--- src/rtl/pio_fifo_pkg.sv ---
package pio_fifo_pkg;
   typedef enum logic [1:0] {
      FOP_RW     = 2'd0,
      FOP_FLUSH  = 2'd1,
      FOP_STATUS = 2'd2
   } fifo_op_e;

   function automatic logic [31:0] min_u32(input logic [31:0] a, input logic [31:0] b);
      return (a < b) ? a : b;
   endfunction
endpackage

--- src/rtl/byte_fifo_core.sv ---
module byte_fifo_core
   import pio_fifo_pkg::*;
#(
   parameter int DW    = 8,
   parameter int DEPTH = 16,
   localparam int PTR_W = $clog2(DEPTH),
   localparam int LVL_W = PTR_W + 1
) (
   input  logic             clk,
   input  logic             rst_n,
   input  fifo_op_e         op,
   input  logic             push,
   input  logic [DW-1:0]    push_data,
   input  logic             pop,
   input  logic             zero_out,
   input  logic [DW-1:0]    stat_data,
   output logic [DW-1:0]    rd_data,
   output logic [LVL_W-1:0] level,
   output logic             popped
);
   localparam logic [LVL_W-1:0] OVR_LVL = LVL_W'(DEPTH - 1);

   logic [DW-1:0]    mem [DEPTH];
   logic [PTR_W-1:0] rptr, wptr;
   logic             do_push, do_pop;
   logic [LVL_W-1:0] next_level;

   assign do_push    = push && (level != OVR_LVL);
   assign do_pop     = pop && (level != '0);
   assign next_level = level + LVL_W'(do_push) - LVL_W'(do_pop);

   always_ff @(posedge clk) begin
      if (op == FOP_STATUS) begin
         mem[0] <= stat_data;
         mem[1] <= '0;
      end else if (op == FOP_RW && do_push) begin
         mem[wptr] <= push_data;
      end
   end

   always_ff @(posedge clk) begin
      if (!rst_n) begin
         rptr    <= '0;
         wptr    <= '0;
         level   <= '0;
         rd_data <= '0;
         popped  <= 1'b0;
      end else begin
         popped <= 1'b0;
         case (op)
            FOP_STATUS: begin
               rptr  <= '0;
               wptr  <= PTR_W'(2);
               level <= LVL_W'(2);
            end
            FOP_FLUSH: begin
               rptr  <= '0;
               wptr  <= '0;
               level <= '0;
            end
            default: begin
               if (do_push) wptr <= wptr + 1'b1;
               if (do_pop) begin
                  rd_data <= zero_out ? '0 : mem[rptr];
                  rptr    <= rptr + 1'b1;
                  popped  <= 1'b1;
               end
               level <= next_level;
               if (next_level == '0) begin
                  rptr <= '0;
                  wptr <= '0;
               end
            end
         endcase
      end
   end
endmodule

--- src/rtl/cmd_buffer.sv ---
module cmd_buffer #(
   parameter int DW        = 8,
   parameter int CMD_DEPTH = 32,
   localparam int IDX_W = $clog2(CMD_DEPTH),
   localparam int LEN_W = IDX_W + 1
) (
   input  logic             clk,
   input  logic             rst_n,
   input  logic             push,
   input  logic [DW-1:0]    push_data,
   input  logic             clear,
   input  logic [IDX_W-1:0] rd_addr,
   output logic [DW-1:0]    rd_data,
   output logic [LEN_W-1:0] len
);
   localparam logic [LEN_W-1:0] FULL = LEN_W'(CMD_DEPTH);

   logic [DW-1:0] ent [CMD_DEPTH];
   logic          accept;

   assign accept = push && !clear && (len != FULL);

   for (genvar i = 0; i < CMD_DEPTH; i++) begin : g_ent
      always_ff @(posedge clk) begin
         if (accept && len == LEN_W'(i)) ent[i] <= push_data;
      end
   end

   always_ff @(posedge clk) begin
      if (!rst_n || clear) len <= '0;
      else if (accept)     len <= len + 1'b1;
   end

   assign rd_data = ent[rd_addr];
endmodule

--- src/rtl/xfer_counter.sv ---
module xfer_counter
   import pio_fifo_pkg::*;
#(
   parameter int CNT_W       = 16,
   parameter int CMD_CAP     = 32,
   parameter int LVL_W       = 5,
   parameter bit ZERO_IS_MAX = 1'b1,
   localparam int LEN_W = CNT_W + 1
) (
   input  logic             clk,
   input  logic             rst_n,
   input  logic             load,
   input  logic [CNT_W-1:0] value,
   input  logic             done,
   input  logic             cmd_mode,
   input  logic [LVL_W-1:0] level,
   output logic [LEN_W-1:0] len,
   output logic             tc
);
   logic [CNT_W-1:0] cnt;
   logic [LEN_W-1:0] eff;

   always_ff @(posedge clk) begin
      if (!rst_n) begin
         cnt <= '0;
         tc  <= 1'b0;
      end else if (done) begin
         cnt <= '0;
         tc  <= 1'b1;
      end else if (load) begin
         cnt <= value;
         tc  <= 1'b0;
      end
   end

   if (ZERO_IS_MAX) begin : g_zero_max
      assign eff = (cnt == '0) ? (LEN_W'(1) << CNT_W) : {1'b0, cnt};
   end else begin : g_zero_lit
      assign eff = {1'b0, cnt};
   end

   always_comb begin
      if (cmd_mode) len = LEN_W'(min_u32(32'(eff), 32'(CMD_CAP)));
      else          len = LEN_W'(min_u32(32'(eff), 32'(level)));
   end
endmodule

--- src/rtl/pio_xfer_fifo.sv ---
module pio_xfer_fifo
   import pio_fifo_pkg::*;
#(
   parameter int DW        = 8,
   parameter int DEPTH     = 16,
   parameter int CMD_DEPTH = 32,
   parameter int CNT_W     = 16,
   localparam int LVL_W   = $clog2(DEPTH) + 1,
   localparam int CIDX_W  = $clog2(CMD_DEPTH),
   localparam int CLEN_W  = CIDX_W + 1,
   localparam int XLEN_W  = CNT_W + 1
) (
   input  logic              clk,
   input  logic              rst_n,
   input  logic              wr_en,
   input  logic [DW-1:0]     wr_data,
   input  logic              rd_en,
   input  logic              cmd_pend,
   input  logic [1:0]        phase,
   input  logic              cnt_load,
   input  logic [CNT_W-1:0]  cnt_value,
   input  logic              xfer_done,
   input  logic              status_load,
   input  logic [DW-1:0]     status_byte,
   input  logic              cmd_take,
   input  logic [CIDX_W-1:0] cmd_rd_addr,
   output logic [DW-1:0]     rd_data,
   output logic              pop_irq,
   output logic [LVL_W-1:0]  fill_level,
   output logic [CLEN_W-1:0] cmd_len,
   output logic [DW-1:0]     cmd_rd_data,
   output logic [XLEN_W-1:0] xfer_len,
   output logic              tc_flag
);
   initial begin
      assert (DEPTH >= 4 && (DEPTH & (DEPTH - 1)) == 0)
         else $error("DEPTH must be a power of two of at least 4");
      assert (CMD_DEPTH >= 2 && (CMD_DEPTH & (CMD_DEPTH - 1)) == 0)
         else $error("CMD_DEPTH must be a power of two");
      assert (CNT_W >= 8 && CNT_W <= 24)
         else $error("CNT_W out of range");
   end

   fifo_op_e op;

   always_comb begin
      if (status_load)    op = FOP_STATUS;
      else if (xfer_done) op = FOP_FLUSH;
      else                op = FOP_RW;
   end

   byte_fifo_core #(.DW(DW), .DEPTH(DEPTH)) u_fifo (
      .clk       (clk),
      .rst_n     (rst_n),
      .op        (op),
      .push      (wr_en && !cmd_pend),
      .push_data (wr_data),
      .pop       (rd_en),
      .zero_out  (phase == 2'b00),
      .stat_data (status_byte),
      .rd_data   (rd_data),
      .level     (fill_level),
      .popped    (pop_irq)
   );

   cmd_buffer #(.DW(DW), .CMD_DEPTH(CMD_DEPTH)) u_cmd (
      .clk       (clk),
      .rst_n     (rst_n),
      .push      (wr_en && cmd_pend),
      .push_data (wr_data),
      .clear     (cmd_take),
      .rd_addr   (cmd_rd_addr),
      .rd_data   (cmd_rd_data),
      .len       (cmd_len)
   );

   xfer_counter #(.CNT_W(CNT_W), .CMD_CAP(CMD_DEPTH), .LVL_W(LVL_W)) u_cnt (
      .clk      (clk),
      .rst_n    (rst_n),
      .load     (cnt_load),
      .value    (cnt_value),
      .done     (xfer_done),
      .cmd_mode (cmd_pend),
      .level    (fill_level),
      .len      (xfer_len),
      .tc       (tc_flag)
   );
endmodule

--- config.mk ---
export PLATFORM = sky130hd
export DESIGN_NAME = pio_xfer_fifo
export DESIGN_NICKNAME = d
export VERILOG_FILES = /design/src/rtl/pio_fifo_pkg.sv /design/src/rtl/byte_fifo_core.sv /design/src/rtl/cmd_buffer.sv /design/src/rtl/xfer_counter.sv /design/src/rtl/pio_xfer_fifo.sv
export SDC_FILE = /design/constraint.sdc
export NUM_CORES = 1
export LEC_CHECK = 0
export CORE_ASPECT_RATIO = 0.8
export CORE_UTILIZATION = 40
export DETAILED_ROUTE_END_ITERATION = 10
export GPL_ROUTABILITY_DRIVEN = 0
export PLACE_DENSITY = 0.54
export SLEW_MARGIN = 20
export SYNTH_ARGS = -nofsm -noshare
export SYNTH_HDL_FRONTEND = slang
export SYNTH_HIERARCHICAL = 1
export SYNTH_SLANG_ARGS = --single-unit
--- constraint.sdc ---
create_clock -name clk -period 4.9 [get_ports clk]
set_clock_uncertainty 0.2 [all_clocks]
set_input_delay 0.735 -clock clk [delete_from_list [all_inputs] [get_ports clk]]
set_output_delay 0.735 -clock clk [all_outputs]
set_load 0.005 [all_outputs]
==> results.txt, run 1 <==
top_reg_cell synth -> edfxtp_1
worst-margin pin slew -> 1.11 ns
Syn Area/Cell -> 19.0 um^2
Critical Path RT -> 3.96 ns
total track usage -> 17.6%
max-cap viol count -> 0
top cells by area, synth -> edfxtp_1 (66%), mux4_2 (14%), dfxtp_1 (5.6%)
post-CTS sizing -> 0
CTS sink count -> 433
Routed WL -> 38900 um
largest family of logic cells by synthesized area -> multiplexers
Rows -> 68
Clock Tree Root -> clkbuf_16
num ports -> 94
final std cells w/o fill -> 1647
hold path depth -> 2
Worst Reg-to-Reg Cells -> 14
die width -> 236 um
CTS buffer count -> 45
r2r setup slk -> 1.14 ns
CTS H-tree depth -> 2
global-route wire length before repair -> 57500 um
setup TNS -> 0 ns
vias per cell -> 5.36
XOR/XNOR share of the synthesized area -> 0.549%
Yosys cell types -> 61
most common cell in the synthesized netlist -> edfxtp_1
largest net degree at the start of global routing -> 49
initial antenna violation count -> 1
Hold Startpoint -> u_fifo/rd_data[1]
Placed Instances -> 1565
top cells by instance count after synthesis -> edfxtp_1 (384), mux4_2 (112), nor2_1 (83)
YS warnings -> 6
Post-synth EDFFs -> 384
Die ar. -> 44700 um^2
Compound-Gate Fraction of Synth Area -> 2.25%
dominant cell type by area after synthesis -> edfxtp_1
average wire per standard cell -> 23.6 um
Setup crit end kind -> output pin
post-synthesis mux area share -> 17.5%
Finish-stage setup viols -> 0
Core ar. -> 43200 um^2
Power Density -> 402 nW/um^2
final worst path period need -> 3.98 ns
share of layout cells above drive strength 1 -> 23.7%
Via Count -> 8822
Adder-Cell Fraction of Synth Area -> 1.68%
gr ovfl total -> 0
path type of the worst setup path -> in -> out
Post-CTS Repair Setup Buffers -> 0
Worst EP arrival -> 3.05 ns
ant diodes -> 0
Die H -> 189 um
vias in the first global route -> 8764
final antenna-violating net count -> 0
reg2reg start -> u_fifo/level[2]
Final Hold Viols -> 0
leak pwr -> 0.00672 uW
share of the synthesized area in the top cell type -> 65.7%
type of origin of the critical path -> input pin
clock latency on the worst-skew pair -> 0.55 ns
status -> finished clean
Max FO, Critical Path -> 27
IO buf count -> 82
clock-pin slew on the worst setup and hold paths -> 0.05 ns
cells after synthesis -> 924
Hold Path Class -> reg -> reg
hpwl dp -> 24200 um
DRC errors left -> 0
worst hold path endpoint -> u_fifo/rd_data[1]
starting density of the core -> 40.6%
relative slew slack -> 25.7%
part of the cycle the worst path needs -> 81.2%
Worst VDD drop -> 0.000251 V
initial DRC count -> 693
Final Max Slew Viols -> 0
area grow syn2layout -> 17.4%
f_max -> 0.251 GHz
Max clock buf depth -> 3
hold buffers post-CTS -> 0
post-synthesis sequential area ratio -> 71.3%
cell area after synthesis -> 17500 um^2
flop and latch count out of synthesis -> 433
Nets -> 1123
CTS tree -> built
drt pass-1 iters -> 7
FFs w/ async S/R, synth -> 0%
Synth Area in Simple Gates -> 4.58%
RSZ-0062 raised after global routing -> no
## per-stage QoR
step | instance area [um^2] | hold slack (ns) | utilization, % | setup slack, ns | total power [uW]
after floorplan | 17600 | 0.257 | - | 1.49 | 4680
after global placement | 19100 | 0.271 | 44.3 | 0.885 | 4980
after detailed placement | 19100 | 0.282 | 44.3 | 0.869 | 4980
after CTS | 20600 | 0.297 | 47.7 | 0.867 | 8370
after global routing | 20600 | 0.317 | 47.7 | 0.712 | 8570
final | 20600 | 0.287 | 47.7 | 0.920 | 8270
## worst max-delay path by stage
stage	from	end	slack, ns	cells past startpoint
after CTS	cmd_rd_addr[2]	cmd_rd_data[7]	0.87	6
final	cmd_rd_addr[2]	cmd_rd_data[7]	0.92	6
after detailed placement	cmd_rd_addr[2]	cmd_rd_data[7]	0.87	6
after global placement	cmd_rd_addr[2]	cmd_rd_data[7]	0.88	6
after floorplan	cmd_rd_addr[2]	cmd_rd_data[0]	1.49	5
after global routing	u_fifo/level[2]	flop	0.71	14
## final cells by class
| class | count | area, um^2 |
|---|---|---|
| clock buffer | 55 | 1210 |
| clock inverter | 27 | 258 |
| fill | 3641 | 22600 |
| inverter | 20 | 75.1 |
| multi-input combinational | 426 | 4690 |
| sequential | 433 | 12500 |
| tap | 560 | 701 |
| timing repair buffer | 126 | 1150 |
## per-layer routing
| layer | global-route usage, % | routed length [um] |
|---|---|---|
| met1 | 27.8 | 19400 |
| met3 | 3.69 | 2430 |
| met4 | 3.90 | 499 |
| met5 | 0 | 0 |
| met2 | 24.7 | 16600 |
## cells in the final DEF, fill, tap and decap left out, types with 9 or more instances in the layout
master / netlist / final
nand3_1: 9 / 9
mux2i_1: 33 / 33
nor2_1: 83 / 83
a21oi_1: 10 / 10
clkdlybuf4s50_1: 0 / 72
ha_1: 22 / 22
clkinv_1: 0 / 12
inv_1: 20 / 20
nand2_1: 23 / 23
mux4_2: 112 / 112
dfxtp_1: 49 / 48
and2_1: 9 / 9
nand2b_1: 9 / 9
buf_4: 18 / 41
o21ai_0: 13 / 13
clkbuf_16: 0 / 47
edfxtp_1: 384 / 384
conb_1: 1 / 11
## report_power, final
part           switching, uW  total (uW)  internal (uW)
Clock                   1360        3370           2010
Combinational            396         763            367
Sequential              71.3        4140           4070
Total                   1830        8270           6440
## logic make-up after synthesis
logic type | count (synthesis)
simple gates | 166
compound gates | 54
xor+xnor | 11
mux | 161
fa+ha+maj | 23
flops | 433
other cells | 1
buf+inv | 75
## registers in the layout, summed over array words and instances (netlist names), named ones only
signal / cells
u_cmd/ent: 256
u_fifo/level: 5
u_fifo/popped: 1
u_cnt/cnt: 16
u_fifo/mem: 128
u_fifo/rptr: 4
u_cnt/tc: 1
u_fifo/wptr: 4
u_fifo/rd_data: 8
u_cmd/len: 6
## worst max-delay path, stage by stage
cell and delay (ns):
buf_2 0.40, buf_12 0.27, mux4_2 0.31, mux4_2 0.50
mux2_2 0.32, clkdlybuf4s50_1 0.47
Power figures use the tool's default switching activity.
==> inputs of run 2 (changes only) <==
Settings changed: PLACE_DENSITY 0.54 to 0.56.
Clock period 4.9 ns to 3.4 ns, I/O delays scaled along.
==> run 2 against run 1 <==
  * Global-route usage is 0.45 points higher
  * Via count is 2.5% higher
  * Worst setup slack worse by 0.84 ns
  * Sequential power is 43% higher
  * First-iteration DRC count is 2.6% higher
  * Register-to-register slack worse by 0.89 ns
  * Routed wire length is 0.97% higher
  * Combinational power is 78% higher
  * Cell count is 3.9% higher
  * Total power is 48% higher
  * Sequential cell count stayed put
==> results.txt, run 2 (same netlist as run 1, synthesis figures left out) <==
worst-margin pin slew -> 1.02 ns (-0.0876 ns)
final antenna-violating net count -> 0 (unchanged)
CTS buffer count -> 45 (unchanged)
Finish-stage setup viols -> 0 (unchanged)
Die H -> 189 um (unchanged)
final hold slack -> 0.289 ns (+0.00222 ns)
area of the multi-input gates -> 4710 um^2 (+0.45%)
CP peak stage delay -> 0.53 ns (+0.03 ns)
slowest cell on the critical path -> mux4_2
CTS tree -> built
vias in the first global route -> 9048 (+3.2%)
critical-path cell list -> buf_4 > buf_12 > buf_4 > mux4_2 > mux4_2 > mux2_2 > dlygate4sd2_1
Hold Path Class -> reg -> reg
r2r setup slk -> 0.25 ns (-0.89 ns)
num ports -> 94 (unchanged)
f_max -> 0.302 GHz
most frequent cells in the layout -> edfxtp_1 (384), mux4_2 (112), buf_4 (98)
RSZ-0062 raised after global routing -> no
Clock Tree Root -> clkbuf_16
initial antenna violation count -> 1 (unchanged)
share of layout cells above drive strength 1 -> 29.4% (+5.6 points)
Biggest register -> u_cmd/ent
global-route wire length before repair -> 59100 um (+2.8%)
sequential standard cell area -> 12500 um^2 (about the same)
Core ar. -> 43200 um^2 (unchanged)
leak pwr -> 0.00713 uW (+6.1%)
relative slew slack -> 31.8% (+6.1 points)
drt pass-1 iters -> 5 (-2)
Worst Setup SP -> cmd_rd_addr[1]
initial DRC count -> 711 (+2.6%)
average wire per standard cell -> 23.0 um (-2.8%)
clock-pin slew on the worst setup and hold paths -> 0.05 ns (about the same)
CP Capture Point -> cmd_rd_data[5]
Final Max Slew Viols -> 0 (unchanged)
vias per cell -> 5.29 (-1.3%)
clock latency on the worst-skew pair -> 0.56 ns (about the same)
hold path depth -> 2 (unchanged)
max FFs per register -> 256 (unchanged)
top flop regs -> u_cmd/ent: 256 flops, u_fifo/mem: 128 flops, u_cnt/cnt: 16 flops
Worst EP arrival -> 2.61 ns (-0.44 ns)
Final Hold Viols -> 0 (unchanged)
status -> finished clean
Power Density -> 579 nW/um^2 (+44%)
Setup crit end kind -> output pin
ant diodes -> 0 (unchanged)
hpwl dp -> 24700 um (+2.1%)
reg2reg end -> u_fifo/wptr[2]
largest net degree at the start of global routing -> 49 (unchanged)
Util after Layout -> 49.0% (+1.4 points)
gr ovfl total -> 0 (unchanged)
CTS H-tree depth -> 2 (unchanged)
total track usage -> 18.0% (+0.45 points)
delay-heaviest family, CP -> multiplexers
final worst path period need -> 3.32 ns
Die ar. -> 44700 um^2 (unchanged)
IO buf count -> 82 (unchanged)
commonest non-fill, non-tap cell in the layout -> edfxtp_1
die width -> 236 um (unchanged)
Rows -> 68 (unchanged)
starting density of the core -> 40.6% (unchanged)
DRC errors left -> 0 (unchanged)
Max FO, Critical Path -> 11 (-59%)
max-cap viol count -> 0 (unchanged)
part of the cycle the worst path needs -> 97.5%
Via Count -> 9046 (+2.5%)
Worst VDD drop -> 0.000377 V (+50%)
area grow syn2layout -> 20.8%
CTS sink count -> 433 (unchanged)
Max clock buf depth -> 3 (unchanged)
Nets -> 1189 (+5.9%)
CP Depth -> 7 (+1)
Buf/Inv on CP -> 4 (+1)
fillcell total -> 3580 (-1.7%)
Worst Reg-to-Reg Cells -> 16 (+2)
Routed WL -> 39300 um (+0.97%)
path type of the worst setup path -> in -> out
reg2reg start -> u_fifo/level[3]
type of origin of the critical path -> input pin
Critical Path RT -> 2.69 ns (-1.27 ns)
run 2: changes by cell type in the layout (fill, tap and decap cells not counted), moves of 3 or more:
cell,previous run,this run
clkbuf_2,1,4
buf_6,0,3
buf_12,4,10
dlygate4sd2_1,0,9
clkinv_2,5,10
clkinv_1,12,6
buf_4,41,98
clkdlybuf4s50_1,72,59
run 2: where the power goes:
part           switching, uW  internal (uW)  leakage, uW
registers               68.1           5860      0.00386
logic                    680            678      0.00254
clock network           1980           3000     0.000729
total                   2730           9540      0.00713
run 2: layout make-up:
| class | count | share of cell area [%] |
|---|---|---|
| well taps | 560 | 3.31 |
| clock inverters | 26 | 1.45 |
| clock buffers | 54 | 5.57 |
| repair buffers | 192 | 8.04 |
| multi-input cells | 426 | 22.2 |
| flip-flops and latches | 433 | 59.0 |
| inverters | 20 | 0.354 |
run 2: what timing repair did:
action                                 4_1_cts  5_1_grt
buffers inserted                            15        5
hold buffers                                 0        0
gates cloned                                 0        0
pin swaps                                    2        0
endpoints found under the hold margin        0        0
setup endpoints to repair                   13       17
gates resized for setup                     23        7
run 2: worst register-to-register path, cell delays in order, from the launching register on:
cell	delay [ns]
dfxtp_2	0.32
inv_1	0.07
ha_1	0.14
inv_1	0.06
o41ai_2	0.38
nand3_1	0.12
nand2_1	0.09
ha_1	0.16
inv_1	0.05
fa_1	0.38
nand2b_1	0.16
a21oi_1	0.17
xnor2_1	0.14
buf_4	0.16
o31ai_1	0.23
buf_4	0.17
a21oi_1	0.04
run 2: metal layers:
layer	track usage (%)	wire (um)	part of all wire [%]
met3	3.50	2080	5.3
met2	25.2	16700	43
met4	5.57	813	2.1
met5	0	0	0
met1	28.3	19700	50
run 2: worst min path at each step:
stage / start / endpoint / slack, ns
after global placement: u_fifo/rd_data[7] / u_fifo/rd_data[7] / 0.27
final: u_fifo/rd_data[5] / u_fifo/rd_data[5] / 0.29
after global routing: u_fifo/rd_data[2] / u_fifo/rd_data[2] / 0.32
after floorplan: u_fifo/rd_data[1] / u_fifo/rd_data[1] / 0.26
after CTS: u_fifo/rd_data[5] / u_fifo/rd_data[5] / 0.30
after detailed placement: u_fifo/rd_data[2] / u_fifo/rd_data[2] / 0.28
run 2: stage by stage:
step	setup WS (ns)	instance area (um^2)	setup TNS [ns]	power, uW	instances
final	0.0842	21200	0	12300	1711
after global routing	0.0347	21200	0	12700	1711
after CTS	0.0118	21200	0	12400	1706
after detailed placement	-0.0489	19500	-0.265	7360	1611
after global placement	-0.0486	19500	-0.255	7350	1611
after floorplan	0.298	17600	0	6740	934
